[src/rtl/oscg_pkg.sv]
package oscg_pkg;

    typedef enum logic [1:0] {
        CH_IDLE     = 2'd0,
        CH_WAIT_RDY = 2'd1,
        CH_RECV     = 2'd2,
        CH_WAKE     = 2'd3
    } ch_state_e;

    typedef struct packed {
        logic need_osc;
        logic gate_open;
        logic wake;
    } ch_out_t;

    function automatic ch_out_t ch_decode(ch_state_e s);
        ch_out_t o;
        o.need_osc  = (s != CH_IDLE);
        o.gate_open = (s == CH_RECV) || (s == CH_WAKE);
        o.wake      = (s == CH_WAKE);
        return o;
    endfunction

endpackage

[src/rtl/oscg_ready_sync.sv]
module oscg_ready_sync #(
    parameter int STAGES = 2
) (
    input  logic clk,
    input  logic rst,
    input  logic d_async,
    output logic q_sync
);
    logic [STAGES-1:0] chain;

    always_ff @(posedge clk) begin
        if (rst) begin
            chain <= '0;
        end else begin
            chain[0] <= d_async;
            for (int k = 1; k < STAGES; k++) begin
                chain[k] <= chain[k-1];
            end
        end
    end

    assign q_sync = chain[STAGES-1];
endmodule

[src/rtl/oscg_channel.sv]
module oscg_channel
    import oscg_pkg::*;
(
    input  logic    clk,
    input  logic    rst,
    input  logic    stop_mode,
    input  logic    req,
    input  logic    rdy,
    input  logic    frame_done,
    input  logic    wake_match,
    output ch_out_t ch_out
);
    ch_state_e state, state_nx;

    always_comb begin
        state_nx = state;
        if (!stop_mode) begin
            state_nx = CH_IDLE;
        end else begin
            unique case (state)
                CH_IDLE:     if (req) state_nx = CH_WAIT_RDY;
                CH_WAIT_RDY: if (rdy) state_nx = CH_RECV;
                CH_RECV: begin
                    if (frame_done) begin
                        if (wake_match) state_nx = CH_WAKE;
                        else if (req)   state_nx = CH_WAIT_RDY;
                        else            state_nx = CH_IDLE;
                    end
                end
                CH_WAKE:     state_nx = CH_WAKE;
                default:     state_nx = CH_IDLE;
            endcase
        end
    end

    always_ff @(posedge clk) begin
        if (rst) state <= CH_IDLE;
        else     state <= state_nx;
    end

    assign ch_out = ch_decode(state);
endmodule

[src/rtl/osc_req_gater.sv]
module osc_req_gater
    import oscg_pkg::*;
#(
    parameter int NUM_REQ     = 4,
    parameter int SYNC_STAGES = 2
) (
    input  logic               clk,
    input  logic               rst,
    input  logic               stop_mode,
    input  logic [NUM_REQ-1:0] req,
    input  logic [NUM_REQ-1:0] frame_done,
    input  logic [NUM_REQ-1:0] wake_match,
    input  logic [NUM_REQ-1:0] run_en,
    input  logic               osc_ready,
    output logic               osc_en,
    output logic [NUM_REQ-1:0] gate_en,
    output logic               wake_req
);
    logic    rdy_sync;
    ch_out_t ch_out [NUM_REQ];

    oscg_ready_sync #(.STAGES(SYNC_STAGES)) u_sync (
        .clk     (clk),
        .rst     (rst),
        .d_async (osc_ready),
        .q_sync  (rdy_sync)
    );

    for (genvar g = 0; g < NUM_REQ; g++) begin : g_ch
        oscg_channel u_ch (
            .clk        (clk),
            .rst        (rst),
            .stop_mode  (stop_mode),
            .req        (req[g]),
            .rdy        (rdy_sync),
            .frame_done (frame_done[g]),
            .wake_match (wake_match[g]),
            .ch_out     (ch_out[g])
        );
    end

    always_comb begin
        logic any_osc;
        logic any_wake;
        any_osc  = 1'b0;
        any_wake = 1'b0;
        for (int k = 0; k < NUM_REQ; k++) begin
            any_osc  = any_osc  | ch_out[k].need_osc;
            any_wake = any_wake | ch_out[k].wake;
            gate_en[k] = stop_mode ? ch_out[k].gate_open : run_en[k];
        end
        osc_en   = stop_mode & any_osc;
        wake_req = stop_mode & any_wake;
    end
endmodule

[config.mk]
export PLATFORM = sky130hd
export DESIGN_NAME = osc_req_gater
export DESIGN_NICKNAME = d
export VERILOG_FILES = /design/src/rtl/oscg_pkg.sv /design/src/rtl/oscg_ready_sync.sv /design/src/rtl/oscg_channel.sv /design/src/rtl/osc_req_gater.sv
export SDC_FILE = /design/constraint.sdc
export NUM_CORES = 1
export LEC_CHECK = 0
export ABC_AREA = 1
export BUFFER_PORTS_ARGS = -buffer_cell sky130_fd_sc_hd__buf_2
export CAP_MARGIN = 5
export CORE_UTILIZATION = 50
export DETAILED_ROUTE_END_ITERATION = 8
export PLACE_DENSITY = 0.81
export SLEW_MARGIN = 25
export SYNTH_ARGS = -nofsm -noshare
export SYNTH_HDL_FRONTEND = slang
export SYNTH_SLANG_ARGS = --single-unit
export TNS_END_PERCENT = 20
[constraint.sdc]
create_clock -name clk -period 1.7 [get_ports clk]
set_input_delay 0.17 -clock clk [delete_from_list [all_inputs] [get_ports clk]]
set_output_delay 0.17 -clock clk [all_outputs]
set_load 0.1 [all_outputs]
==> flow_summary.ini <==
[final_layout]
stdcell_area_sq_um = 867
fillCellCount = 113
area_growth_syn_to_layout_pct = 26.7
fin_cells = 165
final_cell_mix = nand2_1 (38), inv_1 (25), buf_2 (25)
final_common_cell = nand2_1
finalNetCount = 172
drive_gt1_frac = 0.225
diodes = 0

[timing]
worst_pin_slew_ns = 0.493
max_freq_mhz = 616
final.period_utilization = 0.954
slew_violations = 0
slew_headroom = 0.670
period_needed_ns = 1.62
skew_ns = 0.00345
hold_slack_ns = 0.0854
setup_viol = 0
rsz0062_at_grt = false
layout_setup_ws_ns = 0.0778
final-hold-violation-count = 0

[floorplanning]
die-width_microns = 39.0
rows = 12
initial_utilization = 0.577
fp.dieH_microns = 39.0
core_sq_um = 1190
ios = 26
die-area_sq_um = 1520

[job]
cap_violations = 0

[synthesis]
synth.mux.area_fraction = 0
synth_xor_area_frac = 0
synth_compound_area_frac = 0.161
synth.area.top_cells = dfxtp_1 (29%), nand2_1 (21%), inv_1 (14%), nor2_1 (9.3%), o21ai_0 (5.9%)
synth_top_family_by_area = simple AND/OR/NAND/NOR gates
syn_area_sq_um = 684
ys_ff_latch = 10
yosys.area_share.simple = 0.404
synth_nets = 143
synth_top_area_cell = dfxtp_1
synth_cell_types = 13
syn_avg_cell_area_sq_um = 5.56
synthCells = 123
synth_top_cell_area_share = 0.293
synth-seq-area-share = 0.293
synthAdderAreaFrac = 0
ys.warnings.count = 0

[worst_setup_path]
crit_type = reg -> out
r2r_slack_ns = 0.60
cp_max_fo = 6
r2r_cells = 7
arrival_ns = 1.45
cp.required_ns = 1.53
start_kind = register
timing.rr.start = g_ch[3].u_ch.state[0]
reg2reg_to = g_ch[3].u_ch.state[0]
cp-end-kind = primary output

[route]
avgViaCountPerCell = 4.87
post_drt_wl_per_cell_microns = 9.30
num_vias = 803
post-route-drc-count = 0
drt_pass1_iterations = 4
wl_mm = 1.53
drtIter0Drc = 15
ant_nets = 0

[clock_tree]
clock_path_buffers = 2
htree_levels = 1
postCtsSetupBuffers = 0
cts.hold.buffers_added = 0
cts_buffers = 3
clk_pin_slew_ns = 0.07
cts-root-buf = clkbuf_4
clk_latency_ns = 0.27
post_cts_resized = 0
cts_tree = yes
cts_sinks = 10

[place]
dp.cells = 161
place_area_sq_um = 831
pre_cts_ws_ns = 0.394
gp_congestion = 0.775
placement.io_buffers = 25
place_hpwl_mm = 1.21

[status]
status = complete, no violations

[min_path]
holdPathEnd = u_sync.chain[0]
min_from = rst
whs_path_depth = 2
min_path_type = in -> reg

[global_routing]
antenna_found_initial = 0
grt_pass1_wl_mm = 2.51
globalRouteOverflowTotal = 0
grt_max_degree = 12
grt_usage = 0.241
grt_pass1_vias = 648

[power]
p_per_area_nw_per_um2 = 777
fin_total_pwr_mw = 0.674
p_leak_nw = 0.481
vdd_drop_max_uv = 595
-- per-stage QoR --
step,utilization,TNS (ns)
detailed placement,0.700,0
finish,0.731,0
CTS,0.731,0
global route,0.731,0
floorplan,-,-1.67
global placement,0.700,0
-- Yosys cell counts --
library cell  number
inv_1             25
clkbuf_1           1
nand3b_1           2
nand3_1            6
o21ai_0            8
dfxtp_1           10
or2_2              4
nand2_1           38
a41oi_1            2
nor2_1            17
o22ai_1            2
o21ai_1            4
a21oi_1            4
-- power by group --
| group | internal, mW | switching [mW] | leakage [nW] | total (mW) |
|---|---|---|---|---|
| Clock | 0.130 | 0.0883 | 0.0210 | 0.218 |
| Combinational | 0.0606 | 0.137 | 0.378 | 0.198 |
| Sequential | 0.245 | 0.0126 | 0.0818 | 0.257 |
| Total | 0.435 | 0.238 | 0.481 | 0.674 |
-- logic make-up after synthesis --
logic type      after synthesis
simple gates                 67
compound gates               20
flops                        10
buf+inv                      26
-- sequential cells by signal, indices dropped and copies added, names as in the netlist --
name	cells
g_ch.u_ch.state	8
u_sync.chain	2
-- final cells by class --
cell class              count  area (sq um)  share of cell area
flip-flops and latches     10           200               0.231
repair buffers             25           125               0.144
multi-input cells          87           394               0.455
inverters                  25          93.8               0.108
well taps                  14          17.5              0.0202
clock buffers               4          36.3              0.0418
-- how the worst max path moves through the flow --
stage / start / end / slack (ns) / cells past startpoint
final: g_ch[1].u_ch.state[0] / wake_req / 0.08 / 3
after global routing: g_ch[2].u_ch.state[0] / wake_req / 0.04 / 3
after CTS: g_ch[1].u_ch.state[0] / wake_req / 0.1 / 3
after detailed placement: g_ch[1].u_ch.state[0] / wake_req / 0.39 / 3
after global placement: g_ch[1].u_ch.state[0] / wake_req / 0.40 / 3
after floorplan: g_ch[2].u_ch.state[0] / wake_req / -0.58 / 2
-- per-layer routing --
layer,GRT usage,part of all wire,wire length [microns],vias up
li1,-,-,-,436
met1,0.298,0.47,720,331
met2,0.421,0.46,704,34
met3,0.0347,0.068,104,2
met4,0.0776,0.0026,4,0
met5,0,0,0,-
-- worst max-delay path, cell delays in order, from the launching register on --
cell and delay, ns:
dfxtp_1 0.42, nand2_1 0.08, a41oi_1 0.23, buf_2 0.46
(Power assumes the default switching activity.)
